==> src/rtl/hcvt_pkg.sv <==
// Package: shared format widths, biases and input class encoding for the
// half-to-single widening converter. Assumes the wide format has more
// exponent and mantissa bits than the narrow one.
package hcvt_pkg;
    localparam int HEXP_W    = 5;
    localparam int HMAN_W    = 10;
    localparam int SEXP_W    = 8;
    localparam int SMAN_W    = 23;
    localparam int HALF_W    = 1 + HEXP_W + HMAN_W;
    localparam int SGL_W     = 1 + SEXP_W + SMAN_W;
    localparam int HBIAS     = (1 << (HEXP_W - 1)) - 1;
    localparam int SBIAS     = (1 << (SEXP_W - 1)) - 1;
    localparam int BIAS_DIFF = SBIAS - HBIAS;
    localparam int PAD_W     = SMAN_W - HMAN_W;
    localparam int SHIFT_W   = $clog2(HMAN_W + 2);

    typedef enum logic [1:0] {
        CLS_ZERO = 2'd0,
        CLS_SUB  = 2'd1,
        CLS_NORM = 2'd2,
        CLS_TOP  = 2'd3
    } half_cls_e;
endpackage

==> src/rtl/hcvt_classify.sv <==
// Module: splits a half pattern into sign, exponent and mantissa and sorts it
// into zero, subnormal, normal or all-ones-exponent. Purely combinational.
module hcvt_classify
    import hcvt_pkg::*;
(
    input  logic [HALF_W-1:0] half_i,
    output logic              sign_o,
    output logic [HEXP_W-1:0] exp_o,
    output logic [HMAN_W-1:0] man_o,
    output half_cls_e         cls_o
);
    assign sign_o = half_i[HALF_W-1];
    assign exp_o  = half_i[HALF_W-2 -: HEXP_W];
    assign man_o  = half_i[HMAN_W-1:0];

    // Class decision from the exponent field and mantissa
    always_comb begin
        if (exp_o == '0)
            cls_o = (man_o == '0) ? CLS_ZERO : CLS_SUB;
        else if (exp_o == '1)
            cls_o = CLS_TOP;
        else
            cls_o = CLS_NORM;
    end
endmodule

==> src/rtl/hcvt_renorm.sv <==
// Module: renormalises a subnormal mantissa. Counts leading zeros and shifts
// the leading one out past the top, returning the shift used (leading zeros
// plus one). Assumes a nonzero mantissa when its outputs are used.
module hcvt_renorm
    import hcvt_pkg::*;
#(
    parameter int MW = HMAN_W,
    parameter int SW = SHIFT_W
) (
    input  logic [MW-1:0] man_i,
    output logic [SW-1:0] shift_o,
    output logic [MW-1:0] man_o
);
    logic [SW-1:0] lz;

    // Leading-zero count: ascending scan, highest set bit wins
    always_comb begin
        lz = SW'(MW);
        for (int i = 0; i < MW; i++) begin
            if (man_i[i]) lz = SW'(MW - 1 - i);
        end
    end

    assign shift_o = lz + SW'(1);
    assign man_o   = man_i << shift_o;
endmodule

==> src/rtl/hcvt_pack.sv <==
// Module: assembles the single-precision pattern from the classified half
// fields, the renormalised subnormal mantissa and the mode. Combinational.
module hcvt_pack
    import hcvt_pkg::*;
(
    input  logic               sign_i,
    input  logic [HEXP_W-1:0]  exp_i,
    input  logic [HMAN_W-1:0]  man_i,
    input  half_cls_e          cls_i,
    input  logic               alt_i,
    input  logic [SHIFT_W-1:0] shift_i,
    input  logic [HMAN_W-1:0]  norm_man_i,
    output logic [SGL_W-1:0]   single_o
);
    logic [SEXP_W-1:0] exp_reb;
    logic [SEXP_W-1:0] exp_sub;
    logic [SEXP_W-1:0] s_exp;
    logic [HMAN_W-1:0] s_man;

    assign exp_reb = SEXP_W'(exp_i) + SEXP_W'(BIAS_DIFF);
    assign exp_sub = SEXP_W'(BIAS_DIFF + 1) - SEXP_W'(shift_i);

    // Exponent and mantissa selection per input class and mode
    always_comb begin
        unique case (cls_i)
            CLS_ZERO: begin s_exp = '0;      s_man = '0;         end
            CLS_SUB:  begin s_exp = exp_sub; s_man = norm_man_i; end
            CLS_TOP:  begin s_exp = alt_i ? exp_reb : '1; s_man = man_i; end
            default:  begin s_exp = exp_reb; s_man = man_i;      end
        endcase
    end

    assign single_o = {sign_i, s_exp, s_man, {PAD_W{1'b0}}};
endmodule

==> src/rtl/half_widen_conv.sv <==
// Module: top of the half-to-single widening converter. Converts the input
// word combinationally and registers result and strobe, one cycle latency.
// Assumes inputs are known at every rising edge after reset.
module half_widen_conv
    import hcvt_pkg::*;
(
    input  logic              clk,
    input  logic              rst_n,
    input  logic              in_valid,
    input  logic [HALF_W-1:0] in_half,
    input  logic              alt_mode,
    output logic              out_valid,
    output logic [SGL_W-1:0]  out_single
);
    logic               f_sign;
    logic [HEXP_W-1:0]  f_exp;
    logic [HMAN_W-1:0]  f_man;
    half_cls_e          f_cls;
    logic [SHIFT_W-1:0] r_shift;
    logic [HMAN_W-1:0]  r_man;
    logic [SGL_W-1:0]   conv;

    hcvt_classify u_cls (
        .half_i (in_half),
        .sign_o (f_sign),
        .exp_o  (f_exp),
        .man_o  (f_man),
        .cls_o  (f_cls)
    );

    hcvt_renorm #(.MW(HMAN_W), .SW(SHIFT_W)) u_ren (
        .man_i   (f_man),
        .shift_o (r_shift),
        .man_o   (r_man)
    );

    hcvt_pack u_pack (
        .sign_i     (f_sign),
        .exp_i      (f_exp),
        .man_i      (f_man),
        .cls_i      (f_cls),
        .alt_i      (alt_mode),
        .shift_i    (r_shift),
        .norm_man_i (r_man),
        .single_o   (conv)
    );

    // Output stage: strobe follows input, data loads only on a valid word
    always_ff @(posedge clk) begin
        if (!rst_n) begin
            out_valid  <= 1'b0;
            out_single <= '0;
        end else begin
            out_valid <= in_valid;
            if (in_valid) out_single <= conv;
        end
    end

    AST_SIGN_KEPT: assert property (@(posedge clk) disable iff (!rst_n)
        in_valid |=> out_single[SGL_W-1] == $past(in_half[HALF_W-1]));
    AST_LOW_PAD_ZERO: assert property (@(posedge clk) disable iff (!rst_n)
        out_valid |-> out_single[PAD_W-1:0] == '0);
    AST_ZERO_KEEPS_ZERO: assert property (@(posedge clk) disable iff (!rst_n)
        (in_valid && in_half[HALF_W-2:0] == '0) |=> out_single[SGL_W-2:0] == '0);
    AST_IEEE_TOP_EXP: assert property (@(posedge clk) disable iff (!rst_n)
        (in_valid && !alt_mode && in_half[HALF_W-2 -: HEXP_W] == '1)
        |=> out_single[SGL_W-2 -: SEXP_W] == '1);
    AST_ALT_NEVER_SPECIAL: assert property (@(posedge clk) disable iff (!rst_n)
        (in_valid && alt_mode) |=> out_single[SGL_W-2 -: SEXP_W] != '1);
    AST_VALID_RISE: assert property (@(posedge clk) disable iff (!rst_n)
        in_valid |=> out_valid);
    AST_VALID_IDLE: assert property (@(posedge clk) disable iff (!rst_n)
        !in_valid |=> !out_valid);
    AST_DATA_HOLD: assert property (@(posedge clk) disable iff (!rst_n)
        !in_valid |=> $stable(out_single));
endmodule

==> config.mk <==
export PLATFORM = sky130hd
export DESIGN_NAME = half_widen_conv
export DESIGN_NICKNAME = d
export VERILOG_FILES = /design/src/rtl/hcvt_pkg.sv /design/src/rtl/hcvt_classify.sv /design/src/rtl/hcvt_renorm.sv /design/src/rtl/hcvt_pack.sv /design/src/rtl/half_widen_conv.sv
export SDC_FILE = /design/constraint.sdc
export NUM_CORES = 1
export LEC_CHECK = 0
export BUFFER_PORTS_ARGS = -buffer_cell sky130_fd_sc_hd__buf_2
export CAP_MARGIN = 20
export CORE_MARGIN = 5
export CORE_UTILIZATION = 46
export CTS_CLUSTER_DIAMETER = 200
export DETAILED_ROUTE_END_ITERATION = 10
export GPL_TIMING_DRIVEN = 0
export HOLD_SLACK_MARGIN = 0.02
export PLACE_DENSITY_LB_ADDON = 0.3
export SLEW_MARGIN = 20
export SYNTH_ARGS = -nofsm -noshare
export SYNTH_HDL_FRONTEND = slang
export SYNTH_SLANG_ARGS = --single-unit
==> constraint.sdc <==
create_clock -name clk -period 3.5 [get_ports clk]
set_input_delay 1.05 -clock clk [delete_from_list [all_inputs] [get_ports clk]]
set_output_delay 1.05 -clock clk [all_outputs]
set_load 0.005 [all_outputs]
==> impl_metrics.csv, run 1 <==
group,metric,value,unit
outcome,outcome,"finished, final reports clean",
placement,numPlacedInstances,296,
clocking,clockBufferDepth,2,
clocking,post_cts_buffers,0,
yosys,area_leader_netlist,"sky130_fd_sc_hd__dfxtp_1",
floorplanning,pin_count,53,
cells_and_area,syn2layout_area_growth,20.77,%
setup_path,crit_path_start_kind,"primary input",
sta,setup_skew_after_layout,0,ps
drt,drt_first_iter_violations,68,
drt,routed_wirelength,4273,µm
yosys,yosysTopAreaCellShare,23.73,%
drt,routedWlPerCell,14.24,µm
drt,drc_violations_left,0,
cells_and_area,design_area,1936,µm²
pwr,clockPowerShare,19.9,%
clocking,cts_buf_count,3,
global_routing,globalRouteTotalUtil,18.08,%
setup_path,worstPathArrival,3600,ps
global_routing,grt_first_pass_wirelength,7293,µm
clocking,ctsHtreeMaxLevel,1,
global_routing,grt_start_max_net_pins,11,
cells_and_area,post_route_cells_drive_above_1_share,29.53,%
setup_path,critical_path_class,"in2reg",
sta,slew_viol_final,0,
job,maxCapViolations,0,
floorplanning,rows,21,
yosys,synth_top_cells_by_area,"sky130_fd_sc_hd__dfxtp_1, sky130_fd_sc_hd__a21oi_1, sky130_fd_sc_hd__buf_4",
yosys,synth_flop_cell,"sky130_fd_sc_hd__dfxtp_1",
yosys,syn_inst,203,
clocking,clock_latency,290,ps
setup_path,timing.critical_path.fanout_max,10,
sta,final-setup-viol-count,0,
pwr,cell_internal_pwr,0.0003597,W
global_routing,initial_antenna_violation_count,0,
floorplanning,start_util,47.66,%
yosys,ys_ff_latch,19,
drt,vias_per_cell,5.623,
drt,num_vias,1687,
sta,period_needed,3356,ps
placement,gp_congestion,0.8991,
cells_and_area,final_cell_count_no_fill,300,
sta,final.period_utilization,95.88,%
clocking,worst_setup_hold_path_clk_slew,100,ps
pwr,p_seq_share,44.3,%
setup_path,endpoint_kind,"flip-flop",
pwr,power.total,0.0005371,W
sta,worst_slew_margin_rel,56.98,%
global_routing,number_of_global_route_vias_before_repair,1521,
placement,dpl-instance-area,1882,µm²
cells_and_area,final_net_count,277,
floorplanning,width_of_the_chip,69.03,µm
clocking,clock_tree_from_tritoncts,"yes",
pwr,peakVddDrop,239.3,µV
sta,finalHoldViolCount,0,
floorplanning,die_y,69.03,µm
yosys,ys_async_sr_fraction,0,%
yosys,ys_warn_count,0,
pwr,power.static_leakage,0.8679,nW
pwr,power_density,277.5,nW/µm²
drt,dr.pass1.iters,4,
sta,final.setup.worst_slack,144.3,ps
cells_and_area,antennaDiodeCount,0,
setup_path,crit_required,3740,ps
placement,detailed_place_hpwl,3340,µm
yosys,synth_edf_count,0,
sta,clock.fmax,298.0,MHz
placement,preCtsSetupSlack,-452.4,ps
pwr,power.net_switching,0.0001774,W
yosys,synth_area_per_cell,7.896,µm²
pwr,comb_power_share,35.9,%
clocking,root_buffer,"sky130_fd_sc_hd__clkbuf_4",
placement,buffer_ports.inserted,35,
cells_and_area,num-fill-cells,340,
sta,finalSetupTns,0,ps
yosys,synth_cell_types,55,
floorplanning,die_area,4765,µm²
global_routing,grt_overflow_total,0,
clocking,cts_sinks,19,
hold_path,worstHoldPathType,"reg2reg",
sta,rsz0062_at_grt,"false",
setup_path,worst_reg2reg_setup_slack,2820,ps
yosys,ys_seq_area_share,23.73,%
floorplanning,floorplan.core_area,3363,µm²
yosys,post_synth_instance_area,1603,µm²
drt,final_antenna_net_count,0,
sta,max_slew.worst_pin.slew,640.0,ps
pwr,power.share.switching,33.03,%
## final timing paths
kind | start | to | depth (start not counted)
max | in_half[5] | out_single[26] | 12
min | out_single[26] | out_single[26] | 1
max reg2reg | out_single[22] | out_single[22] | 2
min reg2reg | out_single[26] | out_single[26] | 1
## power by group through the flow
| stage | logic [W] | registers [W] | clock network (W) |
|---|---|---|---|
| after floorplan | 0.000125 | 0.000245 | 0 |
| after global placement | 0.000185 | 0.000243 | 0 |
| after detailed placement | 0.000186 | 0.000243 | 0 |
| after CTS | 0.000188 | 0.000238 | 0.000108 |
| after global routing | 0.000215 | 0.000240 | 0.000124 |
| final | 0.000193 | 0.000238 | 0.000107 |
## metrics by stage
stage / util [%] / hold WS (ps)
floorplan: - / 476.6
finish: 57.55 / 489.2
global placement: 55.95 / 462.3
global route: 57.55 / 525.2
CTS: 56.88 / 490.8
detailed placement: 55.95 / 467.3
## registers in the layout, summed over array words and instances (netlist names)
name / count
out_single: 18
out_valid: 1
## timing repair
action | CTS | global route
pin swaps | 0 | 0
resized for setup | 2 | 7
setup endpoints to repair | 4 | 6
hold buffers | 0 | 0
## metal layers
| layer | global-route usage (%) | vias to the layer above | part of all wire (%) |
|---|---|---|---|
| li1 | - | 830 | - |
| met1 | 24.87 | 801 | 44 |
| met2 | 28.18 | 52 | 48 |
| met3 | 5.523 | 4 | 7.3 |
| met4 | 3.037 | 0 | 0.73 |
| met5 | 0 | - | 0 |
## cells by family after synthesis
family                     Yosys count  synth area share, %
xor gates and xnor gates             1                1.718
DFF                                 19                23.73
muxes                                7                6.011
AOI/OAI and AO/OA                   78                32.47
buffers and inverters               35                12.57
other                                1               0.2340
adders and majority gates            2                1.561
and+or+nand+nor                     60                21.70
## Yosys cell counts, drive strengths merged (2+ instances only)
cell,number
o21ai,20
mux4,2
nand2b,6
or3,2
o22ai,2
or4,2
mux2i,4
nor3,2
a21boi,2
buf,18
nor2,11
o311ai,3
nor2b,6
and2,3
a31oi,5
clkbuf,10
a21oi,21
nor4,3
o31ai,2
a211oi,3
dfxtp,19
nand2,16
a211o,3
ha,2
a221oi,2
inv,7
a22oi,6
nand3,4
## layout by cell type (no fill, tap or decap), types with 2 or more instances in the layout
cell	n
sky130_fd_sc_hd__dfxtp_1	19
sky130_fd_sc_hd__and2_1	3
sky130_fd_sc_hd__nand2_1	15
sky130_fd_sc_hd__buf_4	14
sky130_fd_sc_hd__a211o_1	3
sky130_fd_sc_hd__a22oi_1	6
sky130_fd_sc_hd__o311ai_1	2
sky130_fd_sc_hd__clkbuf_1	8
sky130_fd_sc_hd__nor2b_1	6
sky130_fd_sc_hd__mux2i_1	4
sky130_fd_sc_hd__nor2_1	10
sky130_fd_sc_hd__clkbuf_4	4
sky130_fd_sc_hd__nand3_1	4
sky130_fd_sc_hd__inv_1	7
sky130_fd_sc_hd__buf_6	2
sky130_fd_sc_hd__clkbuf_2	2
sky130_fd_sc_hd__nand2b_1	6
sky130_fd_sc_hd__a21boi_0	2
sky130_fd_sc_hd__a21oi_1	21
sky130_fd_sc_hd__a221oi_1	2
sky130_fd_sc_hd__conb_1	13
sky130_fd_sc_hd__o21ai_0	19
sky130_fd_sc_hd__or3_1	2
sky130_fd_sc_hd__mux4_2	2
sky130_fd_sc_hd__a31oi_1	5
sky130_fd_sc_hd__buf_2	37
sky130_fd_sc_hd__a211oi_1	2
sky130_fd_sc_hd__ha_1	2
## cell type report
type                    count  area (µm²)  share of cell area (%)
well taps                  46       57.56                   2.973
clock buffers               4       26.28                   1.357
multi-input cells         161        1089                   56.24
flip-flops and latches     19       380.4                   19.65
repair buffers             35       175.2                   9.050
inverters                   7       26.28                   1.357
plain buffers              28       181.4                   9.373
## critical path, cell delays in order
cell	delay [ps]
sky130_fd_sc_hd__clkbuf_2	220
sky130_fd_sc_hd__nand2b_1	170
sky130_fd_sc_hd__a211o_1	250
sky130_fd_sc_hd__nand2_2	150
sky130_fd_sc_hd__ha_1	310
sky130_fd_sc_hd__buf_2	240
sky130_fd_sc_hd__inv_1	110
sky130_fd_sc_hd__clkbuf_4	210
sky130_fd_sc_hd__ha_1	230
sky130_fd_sc_hd__a21boi_0	120
sky130_fd_sc_hd__o311ai_1	330
sky130_fd_sc_hd__o211a_1	200
Power figures use the tool's default switching activity.
==> run 2, diff against run 1 <==
CORE_ASPECT_RATIO = 0.8   (was not set)
==> run 2 against run 1 <==
Combinational power hardly changed. Register-to-register slack hardly changed. Power is 7.8% higher. Flip-flop and latch count stayed put. Sequential power hardly changed. First-iteration DRC count is 68% higher. Global-route usage is 0.39 points lower. Clock skew stayed put. Clock power is 37% higher. Critical path depth is 1 lower. Via count is 2.4% lower. Critical endpoint unchanged.
==> impl_metrics.csv, run 2 (synthesis results as in run 1) <==
group,metric,value,unit
cells_and_area,final_cell_mix,"sky130_fd_sc_hd__buf_2, sky130_fd_sc_hd__a21oi_1, sky130_fd_sc_hd__o21ai_0, sky130_fd_sc_hd__dfxtp_1, sky130_fd_sc_hd__nand2_1",
sta,rsz0062_at_grt,"false",
cells_and_area,final_cell_count_no_fill,296,
outcome,outcome,"finished, final reports clean",
sta,slew_viol_final,0,
global_routing,grt_overflow_total,0,
sta,period_needed,3356,ps
floorplanning,width_of_the_chip,76.00,µm
cells_and_area,largest_register_ffs,18,
drt,vias_per_cell,5.564,
sta,finalSetupTns,0,ps
placement,gp_congestion,0.9048,
drt,num_vias,1647,
clocking,ctsHtreeMaxLevel,1,
floorplanning,pin_count,53,
floorplanning,start_util,47.15,%
sta,final.period_utilization,95.88,%
sta,setup_skew_after_layout,0,ps
pwr,power.share.switching,31.70,%
drt,drt_first_iter_violations,114,
drt,dr.pass1.iters,4,
cells_and_area,most_common_library_cell_in_the_layout_ignoring_fill_and_taps,"sky130_fd_sc_hd__buf_2",
setup_path,worst_reg2reg_setup_slack,2830,ps
floorplanning,rows,19,
setup_path,endpoint_kind,"flip-flop",
global_routing,initial_antenna_violation_count,0,
pwr,p_seq_share,41.1,%
placement,preCtsSetupSlack,-541.1,ps
setup_path,crit_path_start_kind,"primary input",
cells_and_area,post_route_cells_drive_above_1_share,30.71,%
drt,met1Wirelength,2056,µm
pwr,clockPowerShare,25.3,%
floorplanning,die_y,62.80,µm
global_routing,number_of_global_route_vias_before_repair,1570,
sta,final-setup-viol-count,0,
hold_path,worstHoldPathType,"reg2reg",
drt,routed_wirelength,4340,µm
placement,buffer_ports.inserted,35,
sta,clock.fmax,298.0,MHz
sta,worst_slew_margin_rel,57.15,%
sta,final.setup.worst_slack,144.3,ps
global_routing,grt_first_pass_wirelength,7196,µm
setup_path,timing.critical_path.fanout_max,10,
clocking,clockBufferDepth,2,
clocking,cts_sinks,19,
job,maxCapViolations,0,
setup_path,critical_path_class,"in2reg",
clocking,cts_buf_count,3,
drt,wl_met2,1944,µm
pwr,power.static_leakage,0.8804,nW
clocking,post_cts_buffers,0,
clocking,clock_tree_from_tritoncts,"yes",
pwr,power.net_switching,0.0001835,W
placement,numPlacedInstances,292,
drt,routedWlPerCell,14.66,µm
pwr,peakVddDrop,308.7,µV
pwr,power_density,294.0,nW/µm²
placement,detailed_place_hpwl,3421,µm
drt,dr.max_layer_used,"met4",
cells_and_area,final_net_count,277,
drt,final_antenna_net_count,0,
cells_and_area,registers.top_by_ff_count,"out_single",
clocking,ctsHoldBuffers,0,
drt,wl_met3,323,µm
setup_path,crit_required,3700,ps
cells_and_area,syn2layout_area_growth,22.87,%
sta,finalHoldViolCount,0,
pwr,cell_internal_pwr,0.0003955,W
cells_and_area,antennaDiodeCount,0,
clocking,worst_setup_hold_path_clk_slew,70,ps
pwr,power.total,0.0005790,W
clocking,root_buffer,"sky130_fd_sc_hd__clkbuf_8",
floorplanning,floorplan.core_area,3400,µm²
sta,max_slew.worst_pin.slew,637.4,ps
clocking,clock_latency,250,ps
sta,whs,480.1,ps
global_routing,globalRouteTotalUtil,17.69,%
floorplanning,die_area,4772,µm²
cells_and_area,layout_top_registers,"out_single x18, out_valid x1",
setup_path,worstPathArrival,3560,ps
pwr,comb_power_share,33.5,%
drt,drc_violations_left,0,
global_routing,grt_start_max_net_pins,12,
-- run 2: changes by cell type in the layout (fill, tap and decap cells not counted), sizes merged --
cell,delta
clkbuf,-1
clkinv,+1
-- run 2: metrics by stage --
stage | utilization (%) | instance area, µm²
2_1_floorplan | - | 1649
3_3_place_gp | 55.21 | 1877
3_5_place_dp | 55.21 | 1877
4_1_cts | 56.79 | 1931
5_1_grt | 57.93 | 1969
6_report | 57.93 | 1969
-- run 2: layer usage --
layer / GRT usage [%] / vias to the layer above
met4: 2.000 / 0
met5: 0 / -
met2: 27.56 / 49
li1: - / 826
met3: 3.890 / 2
met1: 25.55 / 770
-- run 2: what timing repair did --
| item | 4_1_cts | 5_1_grt |
|---|---|---|
| endpoints found under the setup margin | 10 | 5 |
| pin swaps | 0 | 1 |
| resized for setup | 3 | 10 |
-- run 2: critical path, stage by stage --
cell and delay [ps]:
sky130_fd_sc_hd__clkbuf_1 230, sky130_fd_sc_hd__o311ai_2 480, sky130_fd_sc_hd__nand2_1 100, sky130_fd_sc_hd__ha_1 290, sky130_fd_sc_hd__buf_2 230, sky130_fd_sc_hd__inv_1 100, sky130_fd_sc_hd__clkbuf_4 200, sky130_fd_sc_hd__ha_1 220
sky130_fd_sc_hd__a21boi_0 130, sky130_fd_sc_hd__o311ai_1 310, sky130_fd_sc_hd__o211a_1 200
-- run 2: layout make-up --
type,count,area [µm²]
flip-flops and latches,19,380.4
repair buffers,35,175.2
plain buffers,28,181.4
inverters,7,26.28
clock inverters,1,5.005
clock buffers,3,41.29
well taps,42,52.55
fillers,324,1430
multi-input cells,161,1107
-- run 2: final timing paths --
check                                     from             end  depth (start not counted)
worst max register to register  out_single[18]  out_single[18]                          2
worst min register to register  out_single[26]  out_single[26]                          1
worst max-delay path                in_half[2]  out_single[26]                         11
worst min-delay path            out_single[26]  out_single[26]                          1
-- run 2: power by group through the flow --
stage	combinational [W]	clock, W	sequential, W
floorplan	0.000125	0	0.000245
global placement	0.000183	0	0.000243
detailed placement	0.000185	0	0.000243
CTS	0.000187	0.000150	0.000238
global route	0.000216	0.000161	0.000240
finish	0.000194	0.000147	0.000238
==> run 3, diff against run 2 <==
BUFFER_PORTS_ARGS = -buffer_cell sky130_fd_sc_hd__buf_4   (was -buffer_cell sky130_fd_sc_hd__buf_2)
CORE_ASPECT_RATIO = not set   (was 0.8)
PLACE_DENSITY = 0.77   (was not set)
PLACE_DENSITY_LB_ADDON = not set   (was 0.3)
==> run 3 against run 2 <==
Sequential power about the same. Cell count up 1.4%. Setup slack better by 4.1 ps. Power down 4.2%. Wire length up 1.5%. Largest power group unchanged. Flip-flop and latch count unchanged. Clock skew unchanged. Via count up 2.0%. Sequential share of layout area down 0.51 points. Die area down 0.15%. Global-route usage up 1.2 points. Design area up 2.7%.
==> impl_metrics.csv, run 3 (synthesis results as in run 1) <==
group,metric,value,unit
sta,final-setup-viol-count,0,
clocking,clock_latency,290,ps
clocking,clock_tree_from_tritoncts,"yes",
drt,drc_violations_left,0,
sta,worst_slew_margin_rel,56.11,%
setup_path,crit_path_start_kind,"primary input",
hold_path,hold_path.startpoint,"out_single[26]",
sta,max_slew.worst_pin.slew,652.9,ps
cells_and_area,largest_register_ffs,18,
sta,rsz0062_at_grt,"false",
setup_path,crit_required,3670,ps
hold_path,worstHoldPathType,"reg2reg",
clocking,root_buffer,"sky130_fd_sc_hd__clkbuf_4",
clocking,cts_buf_count,3,
pwr,peakVddDrop,210.9,µV
setup_path,worst_reg2reg_setup_slack,2770,ps
cells_and_area,post_route_cells_drive_above_1_share,29.53,%
cells_and_area,antennaDiodeCount,0,
placement,preCtsSetupSlack,-465.5,ps
floorplanning,floorplan.core_area,3363,µm²
placement,detailed_place_hpwl,3374,µm
sta,clock.fmax,298.4,MHz
setup_path,critical_path.startpoint,"in_half[5]",
placement,gp_congestion,0.9017,
cells_and_area,num-fill-cells,333,
floorplanning,pin_count,53,
pwr,power_density,274.0,nW/µm²
drt,final_antenna_net_count,0,
global_routing,grt_start_max_net_pins,11,
clocking,cts_sinks,19,
global_routing,number_of_global_route_vias_before_repair,1572,
sta,period_needed,3352,ps
cells_and_area,syn2layout_area_growth,26.23,%
clocking,post_cts_buffers,0,
clocking,worst_setup_hold_path_clk_slew,100,ps
cells_and_area,final_net_count,277,
drt,routed_wirelength,4406,µm
cells_and_area,registers.top_by_ff_count,"out_single",
global_routing,globalRouteTotalUtil,18.90,%
cells_and_area,most_common_library_cell_in_the_layout_ignoring_fill_and_taps,"sky130_fd_sc_hd__buf_4",
drt,dr.pass1.iters,4,
clocking,clockBufferDepth,2,
setup_path,critical_path_class,"in2reg",
drt,vias_per_cell,5.600,
drt,routedWlPerCell,14.69,µm
floorplanning,width_of_the_chip,69.03,µm
global_routing,grt_first_pass_wirelength,7610,µm
global_routing,initial_antenna_violation_count,0,
outcome,outcome,"finished, final reports clean",
drt,drt_first_iter_violations,110,
sta,finalHoldViolCount,0,
floorplanning,die_y,69.03,µm
placement,buffer_ports.inserted,35,
sta,setup_skew_after_layout,0,ps
cells_and_area,layout_top_registers,"out_single x18, out_valid x1",
setup_path,timing.critical_path.fanout_max,10,
sta,final.period_utilization,95.76,%
setup_path,r2r-start,"out_single[18]",
floorplanning,die_area,4765,µm²
sta,final.setup.worst_slack,148.4,ps
setup_path,timing.reg2reg.worst_path_depth,2,
pwr,power.static_leakage,0.8873,nW
sta,slew_viol_final,0,
setup_path,worstPathArrival,3520,ps
setup_path,endpoint_kind,"flip-flop",
cells_and_area,postLayoutCoreUtil,60.16,%
floorplanning,start_util,47.66,%
drt,num_vias,1680,
floorplanning,rows,21,
clocking,ctsHoldBuffers,0,
hold_path,min_path_cells,1,
cells_and_area,final_cell_mix,"sky130_fd_sc_hd__buf_4, sky130_fd_sc_hd__a21oi_1, sky130_fd_sc_hd__o21ai_0, sky130_fd_sc_hd__dfxtp_1, sky130_fd_sc_hd__nand2_1",
global_routing,grt_overflow_total,0,
clocking,ctsHtreeMaxLevel,1,
job,maxCapViolations,0,
## run 3: cell types whose count changed in the layout (fill, tap and decap cells not counted), moves of 3 or more
cell / previous run / this run
sky130_fd_sc_hd__buf_4: 14 / 49
sky130_fd_sc_hd__buf_2: 37 / 2
sky130_fd_sc_hd__clkbuf_8: 3 / 0
sky130_fd_sc_hd__clkbuf_4: 1 / 4
## run 3: final timing paths
check	end
worst max-delay path	out_single[15]
worst min-delay path	out_single[26]
worst max register to register	out_single[18]
worst min register to register	out_single[26]
## run 3: worst max-delay path, stage by stage
cell and delay [ps]:
sky130_fd_sc_hd__clkbuf_2 180, sky130_fd_sc_hd__nand2b_1 210, sky130_fd_sc_hd__a211o_1 350, sky130_fd_sc_hd__nand2_2 180, sky130_fd_sc_hd__ha_1 250, sky130_fd_sc_hd__buf_2 200
sky130_fd_sc_hd__inv_1 120, sky130_fd_sc_hd__clkbuf_4 230, sky130_fd_sc_hd__a211oi_1 60, sky130_fd_sc_hd__or3b_1 400, sky130_fd_sc_hd__a22oi_1 170, sky130_fd_sc_hd__a21oi_1 110
## run 3: power breakdown
| part | total, W | switching (W) | internal (W) |
|---|---|---|---|
| Combinational | 0.000206 | 0.000109 | 0.0000969 |
| Clock | 0.000110 | 0.0000655 | 0.0000444 |
| Sequential | 0.000239 | 0.00000739 | 0.000231 |
## run 3: metal layers
metal / share of wire (%) / GRT usage [%]
met1: 43 / 23.89
met2: 49 / 31.46
met3: 6.7 / 5.233
met4: 0.84 / 4.989
met5: 0 / 0
## run 3: what timing repair did
action                                 in CTS  in global routing
endpoints found under the hold margin       0                  0
setup endpoints to repair                   4                  4
resized for setup                           2                  7
## run 3: cell type report
type	count	area, µm²	share of cell area (%)
Timing Repair Buffer	35	262.8	12.99
Clock buffer	4	26.28	1.299
Inverter	7	26.28	1.299
Buffer	28	181.4	8.967
Tap cell	46	57.56	2.845
Multi-Input combinational cell	161	1089	53.80
Sequential cell	19	380.4	18.80
## run 3: stage by stage
step                setup TNS (ps)  hold WS, ps  total power, W  instances  area (µm²)
finish                           0        494.4       0.0005544        300        2023
global route                     0        530.4       0.0005971        300        2023
CTS                              0        493.8       0.0005543        300        2001
detailed placement           -3513        469.5       0.0004433        296        1969
global placement             -3020        467.3       0.0004407        296        1969
floorplan                        0        476.6       0.0003691        215        1649
